===== config.mk =====
export PLATFORM = sky130hd
export DESIGN_NAME = crc_serial_codec
export DESIGN_NICKNAME = d
export VERILOG_FILES = /design/src/rtl/crc_pkg.sv /design/src/rtl/crc_divider.sv /design/src/rtl/crc_encoder.sv /design/src/rtl/crc_checker.sv /design/src/rtl/crc_serial_codec.sv
export SDC_FILE = /design/constraint.sdc
export NUM_CORES = 1
export LEC_CHECK = 0
export BUFFER_PORTS_ARGS = -buffer_cell sky130_fd_sc_hd__buf_2
export CORE_AREA = 2 2 39 41
export CTS_CLUSTER_SIZE = 10
export DETAILED_ROUTE_END_ITERATION = 8
export DIE_AREA = 0 0 41 43
export GPL_ROUTABILITY_DRIVEN = 1
export SYNTH_ARGS = -nofsm -noshare
export SYNTH_HDL_FRONTEND = slang
export SYNTH_SLANG_ARGS = --single-unit

===== constraint.sdc =====
create_clock -name clk -period 1.5 [get_ports clk]
set_clock_uncertainty 0.05 [all_clocks]
set_input_delay 0.15 -clock clk [delete_from_list [all_inputs] [get_ports clk]]
set_output_delay 0.15 -clock clk [all_outputs]
set_load 0.01 [all_outputs]

===== src/rtl/crc_pkg.sv =====
package crc_pkg;
  parameter int unsigned CRC_W = 3;
  // low-order taps of x^3 + x + 1 (leading term implied)
  parameter logic [CRC_W-1:0] CRC_TAPS = 3'b011;
endpackage


===== src/rtl/crc_divider.sv =====
module crc_divider #(
  parameter int unsigned W = crc_pkg::CRC_W,
  parameter logic [W-1:0] TAPS = crc_pkg::CRC_TAPS
) (
  input  logic         clk,
  input  logic         rst,
  input  logic         step,
  input  logic         first,
  input  logic         din,
  input  logic         shift,
  output logic [W-1:0] rem
);
  logic [W-1:0] base;
  logic         fb;
  logic [W-1:0] nxt;

  always_comb begin
    base = first ? '0 : rem;
    fb   = base[W-1] ^ din;
    nxt  = {base[W-2:0], 1'b0} ^ ({W{fb}} & TAPS);
  end

  always_ff @(posedge clk) begin
    if (rst)
      rem <= '0;
    else if (step)
      rem <= nxt;
    else if (shift)
      rem <= {rem[W-2:0], 1'b0};
  end


  start_zero_chk: assert property (@(posedge clk) disable iff (rst)
    (step && first && !din) |=> (rem == '0));

  flush_fill_chk: assert property (@(posedge clk) disable iff (rst)
    (shift && !step) |=> (rem[0] == 1'b0));
endmodule


===== src/rtl/crc_encoder.sv =====
module crc_encoder #(
  parameter int unsigned W = crc_pkg::CRC_W,
  parameter logic [W-1:0] TAPS = crc_pkg::CRC_TAPS
) (
  input  logic clk,
  input  logic rst,
  input  logic in_valid,
  input  logic in_start,
  input  logic in_last,
  input  logic in_bit,
  output logic out_valid,
  output logic out_bit
);
  localparam int unsigned CW = $clog2(W + 1);

  logic [CW-1:0] flush_cnt;
  logic [W-1:0]  rem;
  logic          flushing;
  logic          accept;

  assign flushing = (flush_cnt != '0);
  assign accept   = in_valid && !flushing;

  crc_divider #(.W(W), .TAPS(TAPS)) u_div (
    .clk(clk), .rst(rst), .step(accept), .first(in_start),
    .din(in_bit), .shift(flushing), .rem(rem)
  );

  always_ff @(posedge clk) begin
    if (rst) begin
      out_valid <= 1'b0;
      out_bit   <= 1'b0;
      flush_cnt <= '0;
    end else if (flushing) begin
      out_valid <= 1'b1;
      out_bit   <= rem[W-1];
      flush_cnt <= flush_cnt - 1'b1;
    end else if (in_valid) begin
      out_valid <= 1'b1;
      out_bit   <= in_bit;
      if (in_last) flush_cnt <= CW'(W);
    end else begin
      out_valid <= 1'b0;
    end
  end


  flush_out_chk: assert property (@(posedge clk) disable iff (rst)
    flushing |=> out_valid);

  flush_len_chk: assert property (@(posedge clk) disable iff (rst)
    (accept && in_last) |=> (flush_cnt == CW'(W)));

  gap_chk: assert property (@(posedge clk) disable iff (rst)
    (!in_valid && !flushing) |=> !out_valid);
endmodule


===== src/rtl/crc_checker.sv =====
module crc_checker #(
  parameter int unsigned W = crc_pkg::CRC_W,
  parameter logic [W-1:0] TAPS = crc_pkg::CRC_TAPS
) (
  input  logic clk,
  input  logic rst,
  input  logic in_valid,
  input  logic in_start,
  input  logic in_last,
  input  logic in_bit,
  output logic err
);
  logic [W-1:0] rem;
  logic [W-1:0] base;
  logic         fb;
  logic [W-1:0] final_rem;

  crc_divider #(.W(W), .TAPS(TAPS)) u_div (
    .clk(clk), .rst(rst), .step(in_valid), .first(in_start),
    .din(in_bit), .shift(1'b0), .rem(rem)
  );

  // remainder including the bit presented this cycle
  always_comb begin
    base      = in_start ? '0 : rem;
    fb        = base[W-1] ^ in_bit;
    final_rem = {base[W-2:0], 1'b0} ^ ({W{fb}} & TAPS);
  end

  always_ff @(posedge clk) begin
    if (rst)
      err <= 1'b0;
    else if (in_valid && in_last)
      err <= (final_rem != '0);
    else if (in_valid && in_start)
      err <= 1'b0;
  end


  start_clr_chk: assert property (@(posedge clk) disable iff (rst)
    (in_valid && in_start && !in_last) |=> !err);

  hold_chk: assert property (@(posedge clk) disable iff (rst)
    !(in_valid && (in_start || in_last)) |=> $stable(err));
endmodule


===== src/rtl/crc_serial_codec.sv =====
module crc_serial_codec #(
  parameter int unsigned W = crc_pkg::CRC_W,
  parameter logic [W-1:0] TAPS = crc_pkg::CRC_TAPS
) (
  input  logic clk,
  input  logic rst,
  input  logic enc_in_valid,
  input  logic enc_in_start,
  input  logic enc_in_last,
  input  logic enc_in_bit,
  output logic enc_out_valid,
  output logic enc_out_bit,
  input  logic chk_in_valid,
  input  logic chk_in_start,
  input  logic chk_in_last,
  input  logic chk_in_bit,
  output logic chk_err
);
  crc_encoder #(.W(W), .TAPS(TAPS)) u_enc (
    .clk(clk), .rst(rst), .in_valid(enc_in_valid), .in_start(enc_in_start),
    .in_last(enc_in_last), .in_bit(enc_in_bit),
    .out_valid(enc_out_valid), .out_bit(enc_out_bit)
  );

  crc_checker #(.W(W), .TAPS(TAPS)) u_chk (
    .clk(clk), .rst(rst), .in_valid(chk_in_valid), .in_start(chk_in_start),
    .in_last(chk_in_last), .in_bit(chk_in_bit), .err(chk_err)
  );


  reset_quiet_chk: assert property (@(posedge clk)
    $past(rst) |-> (!enc_out_valid && !chk_err));
endmodule


==> flow_metrics.tcl, run 1 <==
set metrics [dict create \
    synth_flop_cell "dfxtp_1" \
    dp.cells 88 \
    critPathSlowestCell "dfxtp_1" \
    async_flop_share_pct 0 \
    critPathArrivalTime_ns 1.51 \
    p_leak_nw 0.273 \
    p_int_mw 0.585 \
    drc 0 \
    seq_area_um2 220 \
    worstPathMaxFanout 10 \
    maxCapViolCount 0 \
    grt_overflow 0 \
    synth_area_leader_cell "dfxtp_1" \
    diodes 0 \
    setup_violations 0 \
    synthXorXnorAreaFrac_pct 3.19 \
    cts.clk_slew.worst_paths_ns 0.07 \
    clkLatencyLatePin_ns 0.27 \
    synth_top_area_share_pct 40.1 \
    htreeDepth 1 \
    start_kind "register" \
    hold_violations 0 \
    layout-drive-gt1-share_pct 23.7 \
    power_frac_seq_pct 44.4 \
    fp.dieW_um 41 \
    path_depth 6 \
    slew_headroom_pct 83.9 \
    hpwlAfterDp_um 702 \
    max-vdd-ir-drop_uv 678 \
    max_freq_ghz 0.731 \
    ys_seq_area_share_pct 40.1 \
    synth_top_family_by_area "simple AND/OR/NAND/NOR gates" \
    slowest_delay_ns 0.35 \
    worstPathRequired_ns 1.64 \
    outcome "finished, final reports clean" \
    synth.avg_cell_area_um2 8.86 \
    stdcell_count 92 \
    post-route-min-period_ns 1.37 \
    num-fill-cells 145 \
    first_iter_violations 12 \
    clock_tree.root_cell "clkbuf_4" \
    grt.total_usage_pct 14.6 \
    holdPathStages 2 \
    synth.most_common_cell "dfxtp_1" \
    synth_compound_area_share_pct 21.6 \
    place.gp.congestion 0.734 \
    min_period_over_period_pct 91.2 \
    synth_common_cells "11 x dfxtp_1, 9 x nor2_1, 5 x inv_1, 4 x a211oi_1, 4 x o21ai_0" \
    antenna_found_initial 0 \
    cp-end-kind "register" \
    multi_input_area_um2 304 \
    fp.coreArea_um2 1380 \
    syn-instance-count 62 \
    vias 466 \
    netlist_area_um2 549 \
    muxShareOfSynthArea_pct 3.64 \
    wl_um 977 \
    setup-tns-final_ns 0 \
    cts.sinks 11 \
    critPathBufInv 1 \
    worstMarginPinSlew_ns 0.241 \
    rsz0062_at_grt "no" \
    die_h_um 43 \
    combPwrFrac_pct 32.9 \
    area_growth_pct 18.2 \
    grt_pass1_vias 416 \
    power_density_nw_per_um2 1350 \
    nets 89 \
    post_dp_cell_area_um2 621 \
    cts_tree "done" \
    die-area_um2 1760 \
    synthAdderAreaFrac_pct 4.56 \
    crit_type "reg -> reg" \
    rows 14 \
    hold_path_class "in -> reg" \
    pin_count 13 \
    stdcell_area_um2 649 \
    clkPwrFrac_pct 22.8 \
    portBuffers 12 \
    cpLargestDelayFamily "compound AO/OA/AOI/OAI gates" \
    synth.distinct_cells 26 \
    swShare_pct 33.1 \
    cp_cell_sequence "inv_1 -> ha_2 -> and3b_1 -> o21ai_1 -> o211ai_1 -> a211oi_2" \
    grt_pass1_wl_um 1650 \
    ys_warn_count 0 \
    synth_top_cells_by_area "dfxtp_1 40%, nor2_1 6.2%, a211oi_1 5.5%, ha_1 4.6%, mux2i_1 3.6%" \
    wl_per_cell_um 10.6 \
    start_util_pct 39.7 \
    clockBufferDepth 2 \
    dr.pass1.iters 3 \
    synthSimpleGateAreaFrac_pct 21.9 \
    synth-edff-count 0 \
    grt_max_degree 12 \
    ys_seq_elements 11 \
    cts_buffers 3 \
    cts.hold.buffers_added 0 \
    slew_viol_final 0 \
    ant_nets 0 \
    p_sw_mw 0.290 \
    r2r_cells 6 \
    vias_per_cell 5.07 \
    syn-num-nets 74 \
]
-- flip-flops by register name, indices dropped and copies added (netlist names) --
signal           flops
u_chk.u_div.rem      3
u_enc.u_div.rem      3
u_enc.out_bit        1
u_enc.flush_cnt      2
u_enc.out_valid      1
u_chk.err            1
-- worst paths after layout --
kind / startpoint / to / slack (ns)
max: u_enc.flush_cnt[0] / u_enc.u_div.rem[1] / 0.13
min: chk_in_valid / u_chk.u_div.rem[0] / 0.1
max reg2reg: u_enc.flush_cnt[0] / u_enc.u_div.rem[1] / 0.13
min reg2reg: u_chk.u_div.rem[2] / u_chk.u_div.rem[2] / 0.42
-- layer usage --
metal  part of all wire [%]  global-route usage, %  vias up
met3                    5.0                   9.42        2
met5                      0                      0        -
met2                     47                   19.4        9
met4                    1.6                   8.00        0
li1                       -                      -      247
met1                     46                   17.3      208
-- worst reg2reg max path: stages (launching register included) --
cell and delay, ns:
dfxtp_1 0.35, inv_1 0.05, ha_2 0.23, and3b_1 0.18, o21ai_1 0.11, o211ai_1 0.11, a211oi_2 0.22
-- metrics by stage --
step	utilization [%]	total power, mW	worst slack, ns	hold slack (ns)
floorplan	-	0.604	0.127	0.169
global placement	44.8	0.674	0.110	0.381
detailed placement	44.8	0.678	0.0623	0.384
CTS	46.7	0.885	0.0303	0.0953
global route	46.9	0.946	0.0316	0.105
finish	46.9	0.875	0.132	0.0992
-- power groups by stage --
stage	Combinational [mW]	Sequential (mW)	Clock (mW)
CTS	0.288	0.389	0.208
detailed placement	0.283	0.395	0
finish	0.288	0.388	0.199
global route	0.328	0.397	0.221
floorplan	0.208	0.396	0
global placement	0.280	0.394	0
-- repair_timing --
item | CTS | global route
buffers inserted | 0 | 0
gates resized for setup | 0 | 1
endpoints found under the setup margin | 0 | 1
-- layout by cell type, fill, tap and decap left out, drive strengths merged --
cell and instances:
buf 12, dfxtp 11, nor2 9, inv 5
o21ai 5, a211oi 5, clkbuf 4, nand2b 3
nor2b 2, xnor2 2, nand2 2, nand3b 2
mux2i 2, ha 2, a32oi 1, a21oi 1
nand4b 1, o21a 1, nor3b 1, and3b 1
o211ai 1, and2b 1, a2111oi 1, a22oi 1
-- kinds of logic (layout without fill, tap and decap cells) --
group / after synthesis / in the layout
simple gates: 22 / 22
compound gates: 16 / 16
flops: 11 / 11
buf+inv: 7 / 21
fa+ha+maj: 2 / 2
xor+xnor: 2 / 2
mux: 2 / 2
-- area by class of cell --
cell class | instances | share of cell area, %
clock buffers | 4 | 4.05
multi-input cells | 44 | 46.8
well taps | 16 | 3.08
inverters | 5 | 2.89
flip-flops and latches | 11 | 33.9
repair buffers | 12 | 9.25
No activity file was read; power rests on OpenSTA's default activity.
==> inputs of run 2 (changes only) <==
--- a/config.mk
+++ b/config.mk
@@ -11,6 +11,9 @@
 export DETAILED_ROUTE_END_ITERATION = 8
 export DIE_AREA = 0 0 41 43
 export GPL_ROUTABILITY_DRIVEN = 1
+export PLACE_DENSITY = 0.69
 export SYNTH_ARGS = -nofsm -noshare
 export SYNTH_HDL_FRONTEND = slang
+export SYNTH_HIERARCHICAL = 1
 export SYNTH_SLANG_ARGS = --single-unit
+export TNS_END_PERCENT = 50
==> run 2 against run 1 <==
  * Via count increased by 19%
  * Register-to-register slack got worse by 0.06 ns
  * Final cell count increased by 17%
  * Sequential share of layout area decreased by 4.2 points
  * Die area unchanged
  * Count of clock-buffer cells in the layout decreased by 1
  * Hold slack got worse by 0.031 ns
  * Critical path depth unchanged
  * Clock power increased by 3%
  * Maximum frequency decreased by 4.5%
  * Total power increased by 8.3%
  * Global-route usage increased by 1.7 points
  * Largest cell class unchanged
==> flow_metrics.tcl, run 2 <==
set metrics [dict create \
    max_freq_ghz 0.699 \
    dpl_worst_slack_ns -0.0386 \
    diodes 0 \
    slew_viol_final 0 \
    synth_area_leader_cell "dfxtp_1" \
    netlist_area_um2 607 \
    cts_buffers 3 \
    layout-drive-gt1-share_pct 30.4 \
    grt_max_degree 12 \
    vias 556 \
    fp.dieW_um 41 \
    ys_seq_elements 11 \
    syn-instance-count 70 \
    cp-end-kind "register" \
    grt_overflow 0 \
    hold_violations 0 \
    clkLatencyLatePin_ns 0.27 \
    min_period_over_period_pct 95.4 \
    portBuffers 12 \
    synth_common_cells "11 x dfxtp_1, 6 x nor2_1, 6 x nor2b_1" \
    pin_count 13 \
    wl_per_cell_um 11.3 \
    worstPathRequired_ns 1.65 \
    critPathArrivalTime_ns 1.58 \
    ys_seq_area_share_pct 36.3 \
    ys_warn_count 6 \
    num-fill-cells 141 \
    layout_common_cells "12 x buf_2, 9 x dfxtp_1, 6 x nor2_1, 6 x nor2b_1, 5 x conb_1" \
    max-vdd-ir-drop_uv 564 \
    wl_um 1220 \
    synth-edff-count 0 \
    power_density_nw_per_um2 1260 \
    cts.sinks 11 \
    start_kind "register" \
    worstPathMaxFanout 7 \
    dr.pass1.iters 6 \
    start_util_pct 43.9 \
    fin_ws_ns 0.0685 \
    die_h_um 43 \
    setup-tns-final_ns 0 \
    vias_per_cell 5.15 \
    dp.cells 103 \
    die-area_um2 1760 \
    outcome "finished, final reports clean" \
    synth_flop_cell "dfxtp_1" \
    antenna_found_initial 0 \
    p_leak_nw 0.304 \
    cts_tree "done" \
    synth_top_area_share_pct 36.3 \
    post-route-min-period_ns 1.43 \
    synth_top_cells_by_area "dfxtp_1 36%, nor2b_1 6.2%, a311oi_1 5.8%, xnor2_1 4.3%, ha_1 4.1%" \
    setup_violations 0 \
    grt.total_usage_pct 16.3 \
    drc 0 \
    crit_type "reg -> reg" \
    maxCapViolCount 0 \
    synth.distinct_cells 24 \
    htreeDepth 1 \
    synth.avg_cell_area_um2 8.67 \
    synth.most_common_cell "dfxtp_1" \
    clockBufferDepth 2 \
    nets 105 \
    clock_tree.root_cell "clkbuf_4" \
    fp.coreArea_um2 1380 \
    layout_commonest_cell "buf_2" \
    first_iter_violations 10 \
    area_growth_pct 23.7 \
    hpwlAfterDp_um 895 \
    grt_pass1_wl_um 2000 \
    place.gp.congestion 0.671 \
    grt_pass1_vias 512 \
    stdcell_count 108 \
    async_flop_share_pct 0 \
    cts.clk_slew.worst_paths_ns 0.08 \
    rsz0062_at_grt "no" \
    ant_nets 0 \
    reg_top3 "u_chk/u_div/rem x3, u_enc/u_div/rem x3, u_enc/flush_cnt x2" \
    hold_path_class "in -> reg" \
    rows 14 \
]
## run 2: cell count changes after synthesis, sizes merged, moves of 2 or more
cell    before  now
a21oi        1    4
inv          5    3
nor2         9    6
nand3        0    2
or3          0    2
or3b         0    4
a31oi        0    2
nand3b       2    0
nor2b        2    7
a311oi       0    4
## run 2: path summary, 6_finish.rpt
check,from,endpoint,slack [ns],cells after the start
worst max-delay path,u_enc/flush_cnt[0],u_enc/u_div/rem[0],0.07,6
worst min register to register,u_enc/u_div/rem[1],u_enc/u_div/rem[2],0.44,2
worst max register to register,u_enc/flush_cnt[0],u_enc/u_div/rem[0],0.07,6
worst min-delay path,enc_in_valid,u_enc/out_valid,0.07,3
## run 2: worst max-delay path, cell delays in order (launching register included)
cell,delay (ns)
dfxtp_2,0.32
inv_1,0.08
ha_2,0.18
buf_4,0.11
inv_2,0.06
or3b_2,0.44
a31oi_1,0.13
## run 2: layout make-up
| class | instances | area (µm²) | share of cell area [%] |
|---|---|---|---|
| inverter | 3 | 11.3 | 1.50 |
| timing repair buffer | 14 | 75.1 | 10.0 |
| tap | 16 | 20.0 | 2.67 |
| clock inverter | 1 | 5.00 | 0.667 |
| clock buffer | 3 | 22.5 | 3.00 |
| multi-input combinational | 60 | 394 | 52.5 |
| sequential | 11 | 223 | 29.7 |
## run 2: power breakdown
part | leakage [nW] | internal (mW) | switching (mW)
Combinational | 0.195 | 0.172 | 0.192
Sequential | 0.0913 | 0.349 | 0.0301
Clock | 0.0177 | 0.0985 | 0.106
## run 2: stage by stage
stage	utilization [%]	hold slack [ns]	total power [mW]	instance area (µm²)
2_1_floorplan	-	0.169	0.612	623
5_1_grt	54.2	0.111	1.02	751
3_5_place_dp	51.4	0.343	0.718	711
6_report	54.2	0.0686	0.948	751
3_3_place_gp	51.4	0.350	0.706	711
4_1_cts	54.2	0.0650	0.947	751
## run 2: cells by family (layout without fill, tap and decap cells)
family          Yosys count  in the layout  share of synthesized area (%)
compound gates           20             20                           23.1
xor+xnor                  3              3                           4.33
fa+ha+maj                 2              2                           4.12
buf+inv                   3             21                           1.86
flops                    11             11                           36.3
mux                       1              1                           1.65
other cells               1              5                          0.618
simple gates             29             29                           28.0
## run 2: per-layer routing
layer / share of wire [%] / global-route usage [%] / vias up
met4: 1.2 / 8.00 / 0
met5: 0 / 0 / -
met3: 3.6 / 3.66 / 2
met1: 50 / 22.4 / 249
met2: 45 / 23.1 / 10
li1: - / - / 295
## run 2: timing repair
action                     in CTS  in global routing
hold buffers                    0                  0
gates resized for setup         4                  1
buffers inserted                1                  0
gates cloned                    0                  0
pin swaps                       2                  2
setup endpoints to repair       1                  1
